[src/rtl/i2c_scl_div_pkg.sv]
`timescale 1ns/1ps
package i2c_scl_div_pkg;

  typedef enum logic [1:0] {
    PH_IDLE = 2'd0,
    PH_LOW  = 2'd1,
    PH_HIGH = 2'd2
  } scl_phase_e;

  typedef enum logic {
    SEL_MAIN = 1'b0,
    SEL_EXT  = 1'b1
  } cfg_sel_e;

endpackage

[src/rtl/scl_rst_sync.sv]
`timescale 1ns/1ps
module scl_rst_sync #(
  parameter int STAGES = 2
) (
  input  logic clk,
  input  logic rst_n_a,
  output logic rst_n_o
);
  logic [STAGES-1:0] shift_q;
  logic [STAGES-1:0] shift_d;

  always_comb shift_d = {shift_q[STAGES-2:0], 1'b1};

  always_ff @(posedge clk or negedge rst_n_a) begin
    if (!rst_n_a) shift_q <= '0;
    else          shift_q <= shift_d;
  end

  assign rst_n_o = shift_q[STAGES-1];
endmodule

[src/rtl/scl_line_sync.sv]
`timescale 1ns/1ps
module scl_line_sync #(
  parameter int STAGES = 2
) (
  input  logic clk,
  input  logic rst_n,
  input  logic line_i,
  output logic line_o
);
  logic [STAGES:0] chain;

  assign chain[0] = line_i;

  for (genvar g = 0; g < STAGES; g++) begin : g_stage
    always_ff @(posedge clk or negedge rst_n) begin
      if (!rst_n) chain[g+1] <= 1'b1;
      else        chain[g+1] <= chain[g];
    end
  end

  assign line_o = chain[STAGES];
endmodule

[src/rtl/scl_cfg_regs.sv]
`timescale 1ns/1ps
module scl_cfg_regs
  import i2c_scl_div_pkg::*;
#(
  parameter int DIV_W = 12,
  parameter int LO_W  = 7
) (
  input  logic             clk,
  input  logic             rst_n,
  input  logic             wr_i,
  input  logic             sel_i,
  input  logic [7:0]       wdata_i,
  output logic [DIV_W-1:0] div_o,
  output logic             fast_o
);
  localparam int HI_W = DIV_W - LO_W;

  logic [LO_W-1:0] lo_q, lo_d;
  logic [HI_W-1:0] hi_q, hi_d;
  logic            fast_q, fast_d;
  logic            lo_en, hi_en;

  always_comb begin
    lo_en  = wr_i && (cfg_sel_e'(sel_i) == SEL_MAIN);
    hi_en  = wr_i && (cfg_sel_e'(sel_i) == SEL_EXT);
    lo_d   = wdata_i[LO_W-1:0];
    fast_d = wdata_i[7];
    hi_d   = wdata_i[HI_W-1:0];
  end

  always_ff @(posedge clk or negedge rst_n) begin
    if (!rst_n) begin
      lo_q   <= '0;
      fast_q <= 1'b0;
    end else if (lo_en) begin
      lo_q   <= lo_d;
      fast_q <= fast_d;
    end
  end

  always_ff @(posedge clk or negedge rst_n) begin
    if (!rst_n)     hi_q <= '0;
    else if (hi_en) hi_q <= hi_d;
  end

  assign div_o  = {hi_q, lo_q};
  assign fast_o = fast_q;

  // an extension write never disturbs the low field or the mode bit
  p_ext_isolated_r2: assert property (@(posedge clk) disable iff (!rst_n)
    hi_en |=> ($stable(lo_q) && $stable(fast_q)));
endmodule

[src/rtl/scl_phase_gen.sv]
`timescale 1ns/1ps
module scl_phase_gen
  import i2c_scl_div_pkg::*;
#(
  parameter int DIV_W       = 12,
  parameter int SYNC_STAGES = 2
) (
  input  logic             clk,
  input  logic             rst_n,
  input  logic             en_i,
  input  logic [DIV_W-1:0] cfg_div_i,
  input  logic             cfg_fast_i,
  input  logic             line_hi_i,
  output logic             pull_low_o,
  output logic             tick_o
);
  localparam int CNT_W = DIV_W + 2;
  localparam logic [DIV_W-1:0] DIV_MIN = DIV_W'(2);

  scl_phase_e       phase_q, phase_d;
  logic [CNT_W-1:0] cnt_q, cnt_d;
  logic [DIV_W-1:0] div_q, div_d, div_clamp;
  logic             fast_q, fast_d;
  logic             tick_q, tick_d;
  logic             load;
  logic [CNT_W-1:0] n_ext, low_len, high_len, high_wait;

  // phase lengths from the active divide value
  always_comb begin
    n_ext     = CNT_W'(div_q);
    low_len   = fast_q ? ((n_ext << 1) + CNT_W'(4)) : (n_ext + CNT_W'(2));
    high_len  = fast_q ? (n_ext + CNT_W'(2))        : (n_ext + CNT_W'(3));
    high_wait = high_len - CNT_W'(SYNC_STAGES);
    div_clamp = (cfg_div_i < DIV_MIN) ? DIV_MIN : cfg_div_i;
  end

  // next state
  always_comb begin
    phase_d = phase_q;
    cnt_d   = cnt_q;
    tick_d  = 1'b0;
    load    = 1'b0;
    if (!en_i) begin
      phase_d = PH_IDLE;
      cnt_d   = '0;
    end else begin
      case (phase_q)
        PH_IDLE: begin
          phase_d = PH_LOW;
          cnt_d   = '0;
          load    = 1'b1;
        end
        PH_LOW: begin
          if (cnt_q == low_len - CNT_W'(1)) begin
            phase_d = PH_HIGH;
            cnt_d   = '0;
          end else begin
            cnt_d = cnt_q + CNT_W'(1);
          end
        end
        PH_HIGH: begin
          if (line_hi_i) begin
            if (cnt_q == high_wait - CNT_W'(1)) begin
              phase_d = PH_LOW;
              cnt_d   = '0;
              load    = 1'b1;
              tick_d  = 1'b1;
            end else begin
              cnt_d = cnt_q + CNT_W'(1);
            end
          end
        end
        default: begin
          phase_d = PH_IDLE;
          cnt_d   = '0;
        end
      endcase
    end
    div_d  = load ? div_clamp  : div_q;
    fast_d = load ? cfg_fast_i : fast_q;
  end

  // registers
  always_ff @(posedge clk or negedge rst_n) begin
    if (!rst_n) begin
      phase_q <= PH_IDLE;
      cnt_q   <= '0;
      div_q   <= DIV_MIN;
      fast_q  <= 1'b0;
      tick_q  <= 1'b0;
    end else begin
      phase_q <= phase_d;
      cnt_q   <= cnt_d;
      div_q   <= div_d;
      fast_q  <= fast_d;
      tick_q  <= tick_d;
    end
  end

  assign pull_low_o = (phase_q == PH_LOW);
  assign tick_o     = tick_q;

  // a cleared enable releases the line on the next cycle
  p_idle_release_r9: assert property (@(posedge clk) disable iff (!rst_n)
    !en_i |=> !pull_low_o);

  // the byte-engine tick lands in a low cycle
  p_tick_in_low_r10: assert property (@(posedge clk) disable iff (!rst_n)
    tick_o |-> pull_low_o);

  // the active divide value never falls below two
  p_div_floor_r6: assert property (@(posedge clk) disable iff (!rst_n)
    (phase_q != PH_IDLE) |-> (div_q >= DIV_MIN));

  // once a low phase is under way, the active value is frozen
  p_div_hold_r8: assert property (@(posedge clk) disable iff (!rst_n)
    (phase_q == PH_LOW && cnt_q != '0) |-> ($stable(div_q) && $stable(fast_q)));

  // a line held low stalls the high-phase count
  p_stretch_wait_r7: assert property (@(posedge clk) disable iff (!rst_n)
    (phase_q == PH_HIGH && !line_hi_i && en_i) |=> (phase_q == PH_HIGH && $stable(cnt_q)));

  // the low counter stays within the phase length
  p_low_bound_r4: assert property (@(posedge clk) disable iff (!rst_n)
    (phase_q == PH_LOW) |-> (cnt_q < low_len));
endmodule

[src/rtl/i2c_scl_divider.sv]
`timescale 1ns/1ps
module i2c_scl_divider #(
  parameter int DIV_W       = 12,
  parameter int LO_W        = 7,
  parameter int SYNC_STAGES = 2
) (
  input  logic       clk,
  input  logic       rst_n,
  input  logic       periph_en,
  input  logic       cfg_wr,
  input  logic       cfg_sel,
  input  logic [7:0] cfg_wdata,
  input  logic       scl_in,
  output logic       scl_pull_low,
  output logic       bit_tick
);
  logic             rst_n_s;
  logic [DIV_W-1:0] cfg_div;
  logic             cfg_fast;
  logic             line_hi;

  scl_rst_sync #(.STAGES(2)) u_rst (
    .clk     (clk),
    .rst_n_a (rst_n),
    .rst_n_o (rst_n_s)
  );

  scl_cfg_regs #(.DIV_W(DIV_W), .LO_W(LO_W)) u_cfg (
    .clk     (clk),
    .rst_n   (rst_n_s),
    .wr_i    (cfg_wr),
    .sel_i   (cfg_sel),
    .wdata_i (cfg_wdata),
    .div_o   (cfg_div),
    .fast_o  (cfg_fast)
  );

  scl_line_sync #(.STAGES(SYNC_STAGES)) u_sync (
    .clk    (clk),
    .rst_n  (rst_n_s),
    .line_i (scl_in),
    .line_o (line_hi)
  );

  scl_phase_gen #(.DIV_W(DIV_W), .SYNC_STAGES(SYNC_STAGES)) u_phase (
    .clk        (clk),
    .rst_n      (rst_n_s),
    .en_i       (periph_en),
    .cfg_div_i  (cfg_div),
    .cfg_fast_i (cfg_fast),
    .line_hi_i  (line_hi),
    .pull_low_o (scl_pull_low),
    .tick_o     (bit_tick)
  );
endmodule

[config.mk]
export PLATFORM = sky130hd
export DESIGN_NAME = i2c_scl_divider
export DESIGN_NICKNAME = d
export VERILOG_FILES = /design/src/rtl/i2c_scl_div_pkg.sv /design/src/rtl/scl_rst_sync.sv /design/src/rtl/scl_line_sync.sv /design/src/rtl/scl_cfg_regs.sv /design/src/rtl/scl_phase_gen.sv /design/src/rtl/i2c_scl_divider.sv
export SDC_FILE = /design/constraint.sdc
export NUM_CORES = 1
export LEC_CHECK = 0
export BUFFER_PORTS_ARGS = -buffer_cell sky130_fd_sc_hd__buf_2
export CORE_ASPECT_RATIO = 1.25
export CORE_MARGIN = 2
export CORE_UTILIZATION = 54
export CTS_CLUSTER_DIAMETER = 40
export DETAILED_ROUTE_END_ITERATION = 10
export PLACE_DENSITY = 0.79
export SETUP_SLACK_MARGIN = 0.05
export SYNTH_ARGS = -nofsm -noshare
export SYNTH_HDL_FRONTEND = slang
export SYNTH_SLANG_ARGS = --single-unit
[constraint.sdc]
create_clock -name clk -period 3.8 [get_ports clk]
set_input_delay 0.38 -clock clk [delete_from_list [all_inputs] [get_ports clk]]
set_output_delay 0.38 -clock clk [all_outputs]
set_load 0.01 [all_outputs]
# == Word level (Yosys, flattened, before mapping) ==
# Index checks and enable logic that the tools add are counted.
# totals
reg_bits,47
output_inout_bits,2
# classes
add_sub_neg,7
magnitude_cmp,1
eq_ne,7
n_mux,19
n_bitwise,1
reduce_logical,4
# op_table
op,n
2-to-1 mux 14 bit,6
equality test 14 bit,2
one-hot mux 14 bit (2 select lines),1
"subtractor 14 x 1 -> 14 bit, second input constant",2
"adder 12 x 2 -> 13 bit, second input constant",2
"adder 13 x 3 -> 14 bit, second input constant",1
"adder 14 x 1 -> 14 bit, second input constant",1
"subtractor 14 x 2 -> 14 bit, second input constant",1
"less-than comparator 12 x 2 -> 1 bit, second input constant",1
2-to-1 mux 12 bit,1
2-to-1 mux 2 bit,4
"inequality test 3 x 2 -> 1 bit, second input constant",2
one-hot mux 2 bit (3 select lines),1
2-to-1 mux 1 bit,5
"inequality test 3 bit, second input constant",1
AND reduction 3 bit,1
"equality test 2 x 1 -> 1 bit, second input constant",1
"equality test 2 bit, second input constant",1
logical AND 1 bit,2
logical NOT 2 bit,1
one-hot mux 1 bit (2 select lines),1
NOT 1 bit,1

# == Longest topological paths before layout ==
# Gate-level depths: netlist of run 1.
# depth
ltp_word,9
mapped_depth,17

# == By module ==
# A second synthesis of run 1 with hierarchy kept.
# hier_totals
cells_unflattened,511
area_unflattened_um2,4190.3
# by_module_without_submodules
module,n_inst,cells_per_inst,area_each_um2,seq_area_each_um2
scl_phase_gen,1,477,3583.4,752.0
scl_cfg_regs,1,29,500.5,325.3
scl_rst_sync,1,3,53.8,50.0
scl_line_sync,1,2,52.6,52.6

# == Worst setup path after synthesis of run 1 ==
# No wires, ideal clock.
# synth_path
path_type,register to register
startpoint,reg u_phase.fast_q
endpoint,reg u_phase.phase_q[1]
setup_time_ns,0.094
t_arrival_ns,3.610
required_ns,3.706
slack_ns,0.096
stages_incl_launch_ff,17
period_less_slack_ns,3.704
cell_sequence,dfrtp_1 -> buf_4 -> buf_6 -> buf_4 -> buf_2 -> o21ai_0 -> ha_1 -> nand2_1 -> o31ai_2 -> xor2_1 -> xnor2_1 -> nand4_1 -> or4_1 -> o41ai_4 -> buf_4 -> nand2_1 -> a221oi_2
# synth_between
elab_chain_cells,6
word_cells_on_any_way,10
cone_classes,3 x add/sub; 4 x eq/ne; 2 x mux; 1 x reduce/logical
# synth_rtl
element,line,rtl
start: declaration,scl_phase_gen.sv:23,"logic fast_q, fast_d;"
start signal: assignment,scl_phase_gen.sv:95,fast_q <= fast_d;
2-to-1 mux 14 bit,scl_phase_gen.sv:32,high_len = fast_q ? (n_ext + CNT_W'(2)) : (n_ext + CNT_W'(3));
subtractor 14 x 2 -> 14 bit,scl_phase_gen.sv:33,high_wait = high_len - CNT_W'(SYNC_STAGES);
subtractor 14 x 1 -> 14 bit,scl_phase_gen.sv:63,if (cnt_q == high_wait - CNT_W'(1)) begin
equality test 14 bit,scl_phase_gen.sv:63,
inequality test 3 x 2 -> 1 bit (no line),n/a,
AND reduction 3 bit (no line) (*),n/a,
end signal: assignment,scl_phase_gen.sv:92,phase_q <= phase_d;
end: declaration,scl_phase_gen.sv:20,"scl_phase_e phase_q, phase_d;"
# Mark *: on every way between the ends. The rest lies on a longest branch, timed or not.
# A chain may end at the register's enable or synchronous reset.

# == Final worst setup path of run 1 ==
# Same ends and word-level chain as after synthesis.

==> summary.txt, run 1 <==
PLACE
-----------------------------------------------------------------------------------------------------
Post-DP HPWL ...........................................................................      9060 µm
Count of port buffers added during placement ...........................................           15
GP Congestion ..........................................................................        0.972

SYNTH
-----------------------------------------------------------------------------------------------------
Count of unique library cells instantiated by Yosys ....................................           83
Main combinational cell family by area after synthesis ................................. compound AO/OA/AOI/OAI gates
Ys async rst share .....................................................................         100%
Mux cell area share after synthesis ....................................................        8.71%
Sequential fraction of the synthesis area ..............................................        26.2%
Post-synthesis xor/xnor area fraction ..................................................        7.97%
Area fraction in compound gates after synthesis ........................................        24.5%
Average cell area after synthesis ......................................................     8.75 µm²
Cell area after technology mapping .....................................................  0.00451 mm²
Commonest register cell after synthesis ................................................      dfrtp_1
Synthesized net count ..................................................................          540
Number of synthesis warnings ...........................................................            0
Number of cells produced by synthesis ..................................................          515
Number of flops mapped to enable cells by yosys ........................................            0
Basic-gate share of the synthesized area counting and, or, nand and nor cells ..........        23.0%
Post-synthesis share of cell area spent on full adders, half adders and majority gates .        3.05%
Number of storage elements in the synthesis netlist ....................................           47

CTS
-----------------------------------------------------------------------------------------------------
Worst-Skew Late Latency ................................................................       300 ps
Worst-path clk slew ....................................................................        80 ps
Total number of H-tree levels ..........................................................            2
Clock buffers created by TritonCTS .....................................................            5
Root buffer cell .......................................................................     clkbuf_8
Worst-case clock buffer depth ..........................................................            2
Clock tree from TritonCTS ..............................................................         done
Count of clock tree sinks ..............................................................           47

FLOORPLAN
-----------------------------------------------------------------------------------------------------
Area of the core .......................................................................  0.00819 mm²
DIE HEIGHT .............................................................................       106 µm
Die area ...............................................................................  0.00910 mm²
Row count ..............................................................................           37
Width of the die .......................................................................      85.7 µm
Number of I/O pins .....................................................................           16
Effective utilization at floorplan .....................................................        55.0%

SETUP PATH
-----------------------------------------------------------------------------------------------------
Category of the worst setup path capture point .........................................    flip-flop
Data required time of the worst path ...................................................      4010 ps
Critical Path Start Type ...............................................................    flip-flop
Crit path kind .........................................................................      reg2reg
Worst path arrival time ................................................................      3930 ps
Largest fanout of any net on the critical path .........................................            9

DRT
-----------------------------------------------------------------------------------------------------
Number of violations reported at the end of detailed-routing iteration 0 ...............          412
Wirelength per Cell ....................................................................      19.4 µm
Number of design rule violations left after detail routing .............................            0
Via-per-instance ratio .................................................................         6.73
First-pass iteration count of the detailed router ......................................            5
Number of vias after detailed routing ..................................................         4331
Total wire length after detailed routing ...............................................     12500 µm
DRT antenna net count ..................................................................            0

POWER AND IR DROP
-----------------------------------------------------------------------------------------------------
Total internal power ...................................................................      2.17 mW
Cell Pwr Density .......................................................................   840 mW/mm²
Psw ....................................................................................      2.14 mW
Peak supply drop .......................................................................     0.589 mV
Clock power share ......................................................................         8.2%
Share of total power consumed by net switching .........................................        49.7%
Part of the power in combinational logic ...............................................        74.3%
LEAKAGE ................................................................................      2.11 nW
Power share of the sequential group ....................................................        17.5%

STA
-----------------------------------------------------------------------------------------------------
Count of pins over their slew limit ....................................................            0
Worst slew pin tran ....................................................................       973 ps
Headroom to the max-slew limit .........................................................        35.1%
Max Clock Skew .........................................................................      6.34 ps
Setup_tns ..............................................................................         0 ps
Part of the cycle the worst path needs .................................................        98.0%
Fin crit period ........................................................................      3720 ps
Final Hold Fails .......................................................................            0
Final setup violation count ............................................................            0
Highest Clock Rate .....................................................................      269 MHz
Smallest hold slack ....................................................................       173 ps

RUN
-----------------------------------------------------------------------------------------------------
Max cap viols ..........................................................................            0

MIN PATH
-----------------------------------------------------------------------------------------------------
Worst hold-check path type .............................................................       in2reg

LAYOUT
-----------------------------------------------------------------------------------------------------
Number of antenna repair diodes ........................................................            0
Share of final-layout standard cells stronger than drive strength 1 ....................        26.1%
Most common cell after layout, fill and taps aside .....................................        buf_4
Layout net count .......................................................................          571
Number of inserted filler cells in the final layout ....................................          641
Highest-count cells in the layout ignoring fill and taps ............................... 47 x buf_4, 41 x dfrtp_1, 35 x nand2_1
Signed area change from the synthesized netlist to the final layout ....................        13.8%
Share of the core filled with cells in the final layout ................................        62.6%

OUTCOME
-----------------------------------------------------------------------------------------------------
Result of the run ...................................................................... finished clean

GLOBAL ROUTING
-----------------------------------------------------------------------------------------------------
GR Util All Layers .....................................................................        27.8%
Vias in the first global route .........................................................         4255
Global route total overflow ............................................................            0
Antenna violations before repair .......................................................            0
Global-route wire length before repair .................................................     20400 µm
Maximum number of pins on one net before global-route repair ...........................           46

-- layer usage --
layer	track usage [%]	vias to the layer above	wire length, µm
met1	34.7	2109	5050
met2	48.2	188	6150
met3	2.64	47	776
li1	-	1987	-
met4	12.1	0	541
met5	0	-	0
-- path summary, 6_finish.rpt --
kind	startpoint	endpoint	slack, ps	cells past startpoint
worst max-delay path	u_phase.fast_q	u_phase.phase_q[1]	80	15
worst min-delay path	scl_in	u_sync.chain[1]	170	1
worst max register to register	u_phase.fast_q	u_phase.phase_q[1]	80	15
worst min register to register	u_sync.chain[1]	u_sync.line_o	360	0
max in group asynchronous	u_rst.shift_q[1]	u_phase.div_q[5]	2710	0
min in group asynchronous	rst_n	u_rst.shift_q[0]	390	2
-- sequential cells by signal (all words and copies together) (netlist names) --
register and flops:
u_phase.cnt_q 14, u_phase.div_q 12, u_cfg.lo_q 7, u_cfg.hi_q 5
u_phase.phase_q 2, u_rst.shift_q 2, u_cfg.fast_o 1, u_phase.fast_q 1
u_phase.tick_o 1, u_sync.chain 1, u_sync.line_o 1
-- cells in the mapped netlist, drive strengths merged, types with 14 or more instances --
library cell | count | area share [%]
nand2b | 17 | 2.4
nor2 | 30 | 2.5
nor3 | 17 | 2.0
clkbuf | 15 | 1.2
inv | 17 | 1.4
o21ai | 25 | 2.9
a21oi | 18 | 2.1
dfrtp | 44 | 24
nand2 | 35 | 2.9
a21o | 15 | 2.5
buf | 25 | 3.9
mux2 | 26 | 7.2
xnor2 | 22 | 4.3
nand3 | 14 | 1.7
a221oi | 14 | 2.9
xor2 | 19 | 3.7
-- what timing repair did --
item,4_1_cts,5_1_grt
endpoints found under the hold margin,2,0
gates resized for setup,3,38
setup endpoints to repair,24,29
setup buffers,0,7
hold buffers,1,0
pin swaps,0,12
-- kinds of logic (layout without fill, tap and decap cells) --
family                     Yosys count  after routing
AOI/OAI and AO/OA                  138            138
xor gates and xnor gates            41             41
adders and majority gates           11             11
buffers and inverters               57             89
DFF                                 47             47
muxes                               33             33
other                                1              1
and+or+nand+nor                    187            187
-- final cells by class --
class | count | area [µm²] | share of cell area [%]
Clock buffer | 7 | 76.3 | 1.49
Clock inverter | 1 | 30.0 | 0.586
Sequential cell | 47 | 1180 | 23.1
Tap cell | 97 | 121 | 2.37
Timing Repair Buffer | 64 | 449 | 8.76
Multi-Input combinational cell | 411 | 3200 | 62.5
Inverter | 17 | 63.8 | 1.24
-- power groups by stage --
| stage | Clock [mW] | Combinational [mW] | Sequential [mW] |
|---|---|---|---|
| 6_report | 0.354 | 3.20 | 0.755 |
| 5_1_grt | 0.376 | 3.44 | 0.771 |
| 4_1_cts | 0.363 | 2.83 | 0.748 |
| 3_5_place_dp | 0 | 2.80 | 0.759 |
| 3_3_place_gp | 0 | 2.72 | 0.747 |
| 2_1_floorplan | 0 | 2.16 | 0.684 |
-- per-stage QoR --
stage          cells  cell area (µm²)  power (mW)  worst slack (ps)
3_5_place_dp     628             4780        3.56             0.140
2_1_floorplan    515             4510        2.85              96.1
6_report         644             5130        4.31              77.0
5_1_grt          644             5130        4.59             -21.8
3_3_place_gp     628             4780        3.47              64.0
4_1_cts          637             4910        3.94              51.8
-- worst max-delay path: stages, from the launching register on --
cell      delay (ps)
dfrtp_2          470
inv_1             90
ha_1             240
inv_1             70
ha_1             170
nand2_1          120
o31ai_4          290
buf_4            160
xor2_1           170
xnor2_1          140
nand4_1          110
or4_1            580
o41ai_4          460
buf_4            210
nand2_1           90
a221oi_2         240
No activity file was read; power rests on OpenSTA's default activity.
==> run 2: changes to the inputs <==
CTS_CLUSTER_SIZE = 28   (was default)
HOLD_SLACK_MARGIN = 0.02   (was default)
RECOVER_POWER = 25   (was default)
==> run 2 against run 1 <==
The flow now finishes with violations (max-capacitance violations, max-slew violations). Register-to-register slack is essentially flat. Critical path type unchanged. Power barely moved. Flip-flop and latch count is the same. Combinational power about the same. Global-route usage stayed put. Wire length increased by 0.17%. Critical endpoint unchanged. Via count is 0.12% higher. Worst hold slack barely moved.
==> summary.txt, run 2 (synthesis results as in run 1) <==
OUTCOME
---------------------------------------------------------------------------------------
Result of the run ........................................................ finished with violations   was finished clean
Violated checks .......................................................... max-capacitance violations, max-slew violations

FLOORPLAN
---------------------------------------------------------------------------------------
Effective utilization at floorplan .......................................        55.0%   unchanged
Number of I/O pins .......................................................           16   unchanged
Die area .................................................................  0.00910 mm²   unchanged
Row count ................................................................           37   unchanged
Width of the die .........................................................      85.7 µm   unchanged
Area of the core .........................................................  0.00819 mm²   unchanged
DIE HEIGHT ...............................................................       106 µm   unchanged

LAYOUT
---------------------------------------------------------------------------------------
Share of final-layout standard cells stronger than drive strength 1 ......        25.6%   was 26.1%
Number of antenna repair diodes ..........................................            0   unchanged
Max reg flops ............................................................           14   unchanged
Signed area change from the synthesized netlist to the final layout ......        13.7%   was 13.8%
Register ranked first by flip-flop count ................................. u_phase.cnt_q   unchanged
Number of inserted filler cells in the final layout ......................          640   was 641
Final Non-Filler Cells ...................................................          644   unchanged
Highest-count cells in the layout ignoring fill and taps ................. 47 x buf_4, 42 x dfrtp_1, 35 x nand2_1   was 47 x buf_4, 41 x dfrtp_1, 35 x nand2_1
Share of the core filled with cells in the final layout ..................        62.5%   was 62.6%
Layout net count .........................................................          571   unchanged
Largest registers ........................................................ u_phase.cnt_q: 14 flops, u_phase.div_q: 12 flops, u_cfg.lo_q: 7 flops   unchanged
Most common cell after layout, fill and taps aside .......................        buf_4   unchanged

DRT
---------------------------------------------------------------------------------------
Total wire length after detailed routing .................................     12500 µm   about the same
Number of vias after detailed routing ....................................         4336   was 4331
Wirelength per Cell ......................................................      19.5 µm   was 19.4 µm
Number of violations reported at the end of detailed-routing iteration 0 .          407   was 412
First-pass iteration count of the detailed router ........................            5   unchanged
DRT antenna net count ....................................................            0   unchanged
Via-per-instance ratio ...................................................         6.73   about the same
Number of design rule violations left after detail routing ...............            0   unchanged

POWER AND IR DROP
---------------------------------------------------------------------------------------
LEAKAGE ..................................................................      2.11 nW   about the same
Cell Pwr Density .........................................................   841 mW/mm²   was 840 mW/mm²
Peak supply drop .........................................................     0.591 mV   was 0.589 mV

SETUP PATH
---------------------------------------------------------------------------------------
Slowest cell on the critical path ........................................        or4_1   unchanged
Critical Path Start Type .................................................    flip-flop   unchanged
Data required time of the worst path .....................................      4010 ps   about the same
Crit path kind ...........................................................      reg2reg   unchanged
R2R cell count ...........................................................           15   unchanged
Largest fanout of any net on the critical path ...........................            9   unchanged
Delay of the slowest critical-path stage .................................       590 ps   was 580 ps
Worst-path cell chain .................................................... inv_1 -> ha_1 -> inv_1 -> ha_1 -> nand2_1 -> o31ai_4 -> buf_4 -> xor2_1 -> xnor2_1 -> nand4_1 -> or4_1 -> o41ai_4 -> buf_4 -> nand2_1 -> a221oi_2   unchanged
Worst path arrival time ..................................................      3940 ps   was 3930 ps
Category of the worst setup path capture point ...........................    flip-flop   unchanged

CTS
---------------------------------------------------------------------------------------
Clock buffers created by TritonCTS .......................................            5   unchanged
Worst-path clk slew ......................................................        80 ps   about the same
Worst-case clock buffer depth ............................................            2   unchanged
Worst-Skew Late Latency ..................................................       300 ps   about the same
Count of clock tree sinks ................................................           47   unchanged
Root buffer cell .........................................................     clkbuf_8   unchanged
Total number of H-tree levels ............................................            2   unchanged
Clock tree from TritonCTS ................................................         done   unchanged

STA
---------------------------------------------------------------------------------------
Final setup violation count ..............................................            0   unchanged
Part of the cycle the worst path needs ...................................        98.1%   was 98.0%
Count of pins over their slew limit ......................................           46   was 0
Headroom to the max-slew limit ...........................................       -18.9%   was 35.1%
Max Clock Skew ...........................................................      6.35 ps   was 6.34 ps
Highest Clock Rate .......................................................      268 MHz   was 269 MHz
Setup_tns ................................................................         0 ps   unchanged
Final Hold Fails .........................................................            0   unchanged
Fin crit period ..........................................................      3730 ps   was 3720 ps
Worst slew pin tran ......................................................      1780 ps   was 973 ps

PLACE
---------------------------------------------------------------------------------------
Post-DP HPWL .............................................................      9060 µm   unchanged
GP Congestion ............................................................        0.972   unchanged
Post-Place Cells .........................................................          628   unchanged
Count of port buffers added during placement .............................           15   unchanged

MIN PATH
---------------------------------------------------------------------------------------
Number of instances on the worst hold path ...............................            1   unchanged
Worst hold-check path type ...............................................       in2reg   unchanged

RUN
---------------------------------------------------------------------------------------
Max cap viols ............................................................            1   was 0

GLOBAL ROUTING
---------------------------------------------------------------------------------------
Vias in the first global route ...........................................         4255   unchanged
Maximum number of pins on one net before global-route repair .............           46   unchanged
GR Util All Layers .......................................................        27.8%   unchanged
Global-route wire length before repair ...................................     20400 µm   unchanged
Global route total overflow ..............................................            0   unchanged
Antenna violations before repair .........................................            0   unchanged

[run 2: cell count changes in the layout (fill, tap and decap cells not counted), sizes merged]
| cell | delta |
|---|---|
| buf | -2 |
| clkbuf | +2 |
[run 2: path summary, 6_finish.rpt]
check | start | end | slack, ps
max in group asynchronous | u_rst.shift_q[1] | u_phase.div_q[5] | 1890
min in group asynchronous | rst_n | u_rst.shift_q[0] | 390
setup reg to reg | u_phase.fast_q | u_phase.phase_q[1] | 70
hold reg to reg | u_sync.chain[1] | u_sync.line_o | 360
hold / removal | scl_in | u_sync.chain[1] | 170
setup / recovery | u_phase.fast_q | u_phase.phase_q[1] | 70
[run 2: where the power goes]
part	switching (mW)	internal, mW	total [mW]
combinational	1.84	1.36	3.20
sequential	0.144	0.611	0.755
clock	0.157	0.197	0.354
[run 2: area by class of cell]
class / instances / area [µm²] / share of cell area, %
multi-input combinational: 411 / 3200 / 62.5
sequential: 47 / 1180 / 23.1
timing repair buffer: 64 / 447 / 8.72
tap: 97 / 121 / 2.37
clock buffer: 7 / 76.3 / 1.49
inverter: 17 / 63.8 / 1.25
clock inverter: 1 / 30.0 / 0.586
[run 2: metal layers]
metal / global-route usage, % / part of all wire [%]
met5: 0 / 0
met4: 12.1 / 4.2
met3: 2.64 / 5.6
met2: 48.2 / 49
met1: 34.7 / 41
[run 2: per-stage QoR]
| stage | setup slack [ps] | hold slack (ps) | power [mW] | cell area [µm²] |
|---|---|---|---|---|
| final | 72.2 | 172 | 4.31 | 5120 |
| after global routing | -21.8 | 166 | 4.59 | 5120 |
| after CTS | 51.8 | 169 | 3.94 | 4910 |
| after detailed placement | 0.140 | 168 | 3.56 | 4780 |
| after global placement | 64.0 | 165 | 3.47 | 4780 |
| after floorplan | 96.1 | 84.4 | 2.85 | 4510 |
[run 2: worst max-delay path, delay by kind of cell, from the launching register on]
family,cells,cell delay (ps)
XOR/XNOR,2,310
flip-flops,1,470
AO/OA/AOI/OAI,3,990
buffers and inverters,4,530
adder cells (fa/ha/maj),2,410
AND/OR/NAND/NOR,4,910
[run 2: what timing repair did]
action	4_1_cts	5_1_grt
endpoints found under the setup margin	24	29
pin swaps	0	12
buffers inserted	0	7
hold buffers	1	0
endpoints found under the hold margin	2	0
gates resized for setup	3	38
gates cloned	0	0
==> run 3: changes to the inputs <==
ABC_AREA = 1   (was default)
SLEW_MARGIN = 20   (was default)
clock period = 4.4 ns   (was 3.8 ns; I/O delays follow)
==> run 3 against run 2 <==
The flow still finishes with violations (max-capacitance violations, max-slew violations). Non-clock buffer count decreased by 48. Combinational power shrank 33%. Register-to-register slack gained 600 ps. Largest cell class unchanged.
==> summary.txt, run 3 <==
SYNTH
---------------------------------------------------------------------------------------
Synthesized net count ....................................................          729   was 540
Sequential fraction of the synthesis area ................................        27.8%   was 26.2%
Ys async rst share .......................................................         100%   unchanged
Most common cell in the synthesized netlist ..............................      nand2_1   was dfrtp_1
Number of flops mapped to enable cells by yosys ..........................            0   unchanged
Area fraction of the dominant cell type after synthesis ..................        26.0%   was 24.4%
Number of synthesis warnings .............................................            0   unchanged
Count of unique library cells instantiated by Yosys ......................           37   was 83
Cell area after technology mapping .......................................  0.00424 mm²   was 0.00451 mm²
Leading cell types by total area after synthesis ......................... dfrtp_1 26%, nand2_1 24%, nand3_1 13%   was dfrtp_1 24%, xnor2_1 4.3%, mux2_2 3.7%
Average cell area after synthesis ........................................     6.02 µm²   was 8.75 µm²
Commonest cells in the netlist ........................................... 268 x nand2_1, 106 x nand3_1, 79 x inv_1   was 44 x dfrtp_1, 35 x nand2_1, 30 x nor2_1
Commonest register cell after synthesis ..................................      dfrtp_1   unchanged
Number of cells produced by synthesis ....................................          704   was 515
Post-synthesis cell type with the largest combined area ..................      dfrtp_1   unchanged
Number of storage elements in the synthesis netlist ......................           47   unchanged

SETUP PATH
---------------------------------------------------------------------------------------
R2R cell count ...........................................................           21   was 15
Worst-path cell chain .................................................... inv_4 -> ha_1 -> inv_1 -> ha_1 -> inv_1 -> nor2_1 -> nand3_1 -> nor2_1 -> nand2_1 -> nand2_1 -> nand2_1 -> nand2_1 -> nand2_1 -> inv_1 -> nand2_1 -> nor2_1 -> nand3_1 -> o21ai_1 -> nand2_1 -> nand2_1 -> o21ai_0   was inv_1 -> ha_1 -> inv_1 -> ha_1 -> nand2_1 -> o31ai_4 -> buf_4 -> xor2_1 -> xnor2_1 -> nand4_1 -> or4_1 -> o41ai_4 -> buf_4 -> nand2_1 -> a221oi_2
FF-to-FF setup slack .....................................................       670 ps   was 70 ps
Crit path kind ...........................................................      reg2reg   unchanged
Cell with the most instances on the worst path ...........................      nand2_1
Delay of the slowest critical-path stage .................................       790 ps   was 590 ps
Data required time of the worst path .....................................      4590 ps   was 4010 ps
Largest fanout of any net on the critical path ...........................           27   was 9
Endpoint of the worst setup timing path .................................. u_phase.cnt_q[2]   was u_phase.phase_q[1]
Slowest cell on the critical path ........................................      dfrtp_1   was or4_1
Category of the worst setup path capture point ...........................    flip-flop   unchanged
Startpoint of the worst-slack reg-to-reg timing path ..................... u_phase.fast_q   unchanged
Setup crit start ......................................................... u_phase.fast_q   unchanged
Critical Path Start Type .................................................    flip-flop   unchanged
Worst path arrival time ..................................................      3910 ps   was 3940 ps
End of the worst register-to-register path ............................... u_phase.cnt_q[2]   was u_phase.phase_q[1]

DRT
---------------------------------------------------------------------------------------
DRT antenna net count ....................................................            0   unchanged
Wirelength per Cell ......................................................      12.9 µm   was 19.5 µm
Via-per-instance ratio ...................................................         5.25   was 6.73
Number of design rule violations left after detail routing ...............            0   unchanged
Number of vias after detailed routing ....................................         4247   was 4336
First-pass iteration count of the detailed router ........................            5   unchanged
Total wire length after detailed routing .................................     10500 µm   was 12500 µm
Number of violations reported at the end of detailed-routing iteration 0 .          271   was 407

STA
---------------------------------------------------------------------------------------
Post-route setup slack ...................................................       674 ps   was 72.2 ps
Setup_tns ................................................................         0 ps   unchanged
Highest Clock Rate .......................................................      268 MHz   about the same
Headroom to the max-slew limit ...........................................       -22.2%   was -18.9%
Max Clock Skew ...........................................................      13.4 ps   was 6.35 ps
Fin crit period ..........................................................      3730 ps   about the same
Count of pins over their slew limit ......................................           46   unchanged
Worst slew pin tran ......................................................      1830 ps   was 1780 ps
Final Hold Fails .........................................................            0   unchanged
Part of the cycle the worst path needs ...................................        84.7%   was 98.1%
Final setup violation count ..............................................            0   unchanged
Setup repair after global routing missed its margin ......................        false

LAYOUT
---------------------------------------------------------------------------------------
Signed area change from the synthesized netlist to the final layout ......        4.99%   was 13.7%
Layout net count .........................................................          738   was 571
Register ranked first by flip-flop count ................................. u_phase.cnt_q   unchanged
Highest-count cells in the layout ignoring fill and taps ................. 268 x nand2_1, 106 x nand3_1, 79 x inv_1   was 47 x buf_4, 42 x dfrtp_1, 35 x nand2_1
Number of antenna repair diodes ..........................................            0   unchanged
Max reg flops ............................................................           14   unchanged
Share of final-layout standard cells stronger than drive strength 1 ......        10.1%   was 25.6%
Most common cell after layout, fill and taps aside .......................      nand2_1   was buf_4
Largest registers ........................................................ u_phase.cnt_q: 14 flops, u_phase.div_q: 12 flops, u_cfg.lo_q: 7 flops   unchanged

FLOORPLAN
---------------------------------------------------------------------------------------
Row count ................................................................           36   was 37
Die area .................................................................  0.00858 mm²   was 0.00910 mm²
Number of I/O pins .......................................................           16   unchanged
DIE HEIGHT ...............................................................       103 µm   was 106 µm
Effective utilization at floorplan .......................................        55.1%   was 55.0%
Area of the core .........................................................  0.00770 mm²   was 0.00819 mm²
Width of the die .........................................................      83.3 µm   was 85.7 µm

POWER AND IR DROP
---------------------------------------------------------------------------------------
Peak supply drop .........................................................     0.349 mV   was 0.591 mV
Power share of the sequential group ......................................        22.1%   was 17.5%
LEAKAGE ..................................................................      2.32 nW   was 2.11 nW
Total internal power .....................................................      1.34 mW   was 2.17 mW
Psw ......................................................................      1.79 mW   was 2.14 mW
Share of total power consumed by net switching ...........................        57.2%   was 49.7%
Clock power share ........................................................         9.1%   was 8.2%
Part of the power in combinational logic .................................        68.8%   was 74.3%
Cell Pwr Density .........................................................   704 mW/mm²   was 841 mW/mm²

GLOBAL ROUTING
---------------------------------------------------------------------------------------
Grt met3 use .............................................................        2.64%   about the same
Met2 track utilization from global routing ...............................        46.7%   was 48.2%
GR Util All Layers .......................................................        24.8%   was 27.8%
Global-route track usage on met1 .........................................        28.2%   was 34.7%
Global-route wire length before repair ...................................     17200 µm   was 20400 µm
Vias in the first global route ...........................................         3898   was 4255
Top Usage Layer GRT ......................................................         met2   unchanged
Maximum number of pins on one net before global-route repair .............           46   unchanged
Antenna violations before repair .........................................            0   unchanged
Global route total overflow ..............................................            0   unchanged

PLACE
---------------------------------------------------------------------------------------
Count of port buffers added during placement .............................           15   unchanged
GP Congestion ............................................................        0.932   was 0.972
Post-DP HPWL .............................................................      8410 µm   was 9060 µm
Post-placement worst setup slack .........................................       680 ps   was 0.140 ps

MIN PATH
---------------------------------------------------------------------------------------
Worst hold-check path type ...............................................       in2reg   unchanged
Number of instances on the worst hold path ...............................            1   unchanged

OUTCOME
---------------------------------------------------------------------------------------
Violated checks .......................................................... max-capacitance violations, max-slew violations   unchanged
Result of the run ........................................................ finished with violations   unchanged

CTS
---------------------------------------------------------------------------------------
Worst-path clk slew ......................................................       100 ps   was 80 ps
Total number of H-tree levels ............................................            2   unchanged
Worst-Skew Late Latency ..................................................       320 ps   was 300 ps
Clock buffers created by TritonCTS .......................................            5   unchanged
Clock tree from TritonCTS ................................................         done   unchanged
Root buffer cell .........................................................     clkbuf_8   unchanged
Count of clock tree sinks ................................................           47   unchanged
Cts repair resizes .......................................................            0   was 3
Worst-case clock buffer depth ............................................            2   unchanged

RUN
---------------------------------------------------------------------------------------
Max cap viols ............................................................            1   unchanged

[run 3: cell count changes in the layout (fill, tap and decap cells not counted), sizes merged, moves of 23 or more]
| cell | change |
|---|---|
| nor2 | +41 |
| nand2 | +243 |
| nand3 | +95 |
| buf | -47 |
| mux2 | -23 |
| inv | +75 |
[run 3: worst min path at each step]
stage / from / to
floorplan: rst_n / u_rst.shift_q[0]
global placement: rst_n / u_rst.shift_q[0]
detailed placement: rst_n / u_rst.shift_q[0]
CTS: scl_in / u_sync.chain[1]
global route: scl_in / u_sync.chain[1]
finish: scl_in / u_sync.chain[1]
[run 3: cell type report]
cell class / instances / area [µm²]
clock buffer: 5 / 68.8
clock inverter: 3 / 22.5
fill: 726 / 3250
inverter: 91 / 344
multi-input combinational: 552 / 2640
sequential: 47 / 1180
tap: 95 / 119
timing repair buffer: 16 / 83.8
[run 3: stage by stage]
stage               power (mW)  utilization [%]  hold slack, ps  std cells  area, µm²
global route              3.49             57.8             216        809       4450
global placement          2.76             56.5             226        800       4350
finish                    3.14             57.8             224        809       4450
floorplan                 2.42                -             144        704       4240
CTS                       3.12             57.8             220        809       4460
detailed placement        2.82             56.5             228        800       4350
[run 3: logic make-up (layout without fill, tap and decap cells)]
kind of cell | after synthesis | after routing | synth area share [%]
AOI/OAI and AO/OA | 42 | 42 | 5.34
xor gates and xnor gates | 17 | 17 | 3.51
muxes | 3 | 3 | 0.796
and+or+nand+nor | 478 | 478 | 49.1
DFF | 47 | 47 | 27.8
adders and majority gates | 11 | 11 | 3.24
other | 1 | 1 | 0.0884
buffers and inverters | 105 | 115 | 10.1
[run 3: timing repair]
item	4_1_cts	5_1_grt
hold endpoints to repair	2	0
hold buffers	1	0
buffers inserted	0	0
[run 3: power groups by stage]
stage | Clock [mW] | Sequential (mW) | Combinational (mW)
floorplan | 0 | 0.627 | 1.79
finish | 0.286 | 0.693 | 2.16
global route | 0.309 | 0.711 | 2.46
CTS | 0.294 | 0.690 | 2.13
global placement | 0 | 0.692 | 2.07
detailed placement | 0 | 0.699 | 2.12
[run 3: worst max-delay path: cells and delay by family (launching register included)]
kind,cells,cell delay [ps]
AOI/OAI and AO/OA,2,290
and+or+nand+nor,13,1630
DFF,1,790
adders and majority gates,2,450
buffers and inverters,4,430
[run 3: layer usage]
layer / part of all wire [%] / vias up
met2: 50 / 110
met1: 43 / 1877
met3: 3.4 / 30
met5: 0 / -
li1: - / 2230
met4: 3.9 / 0
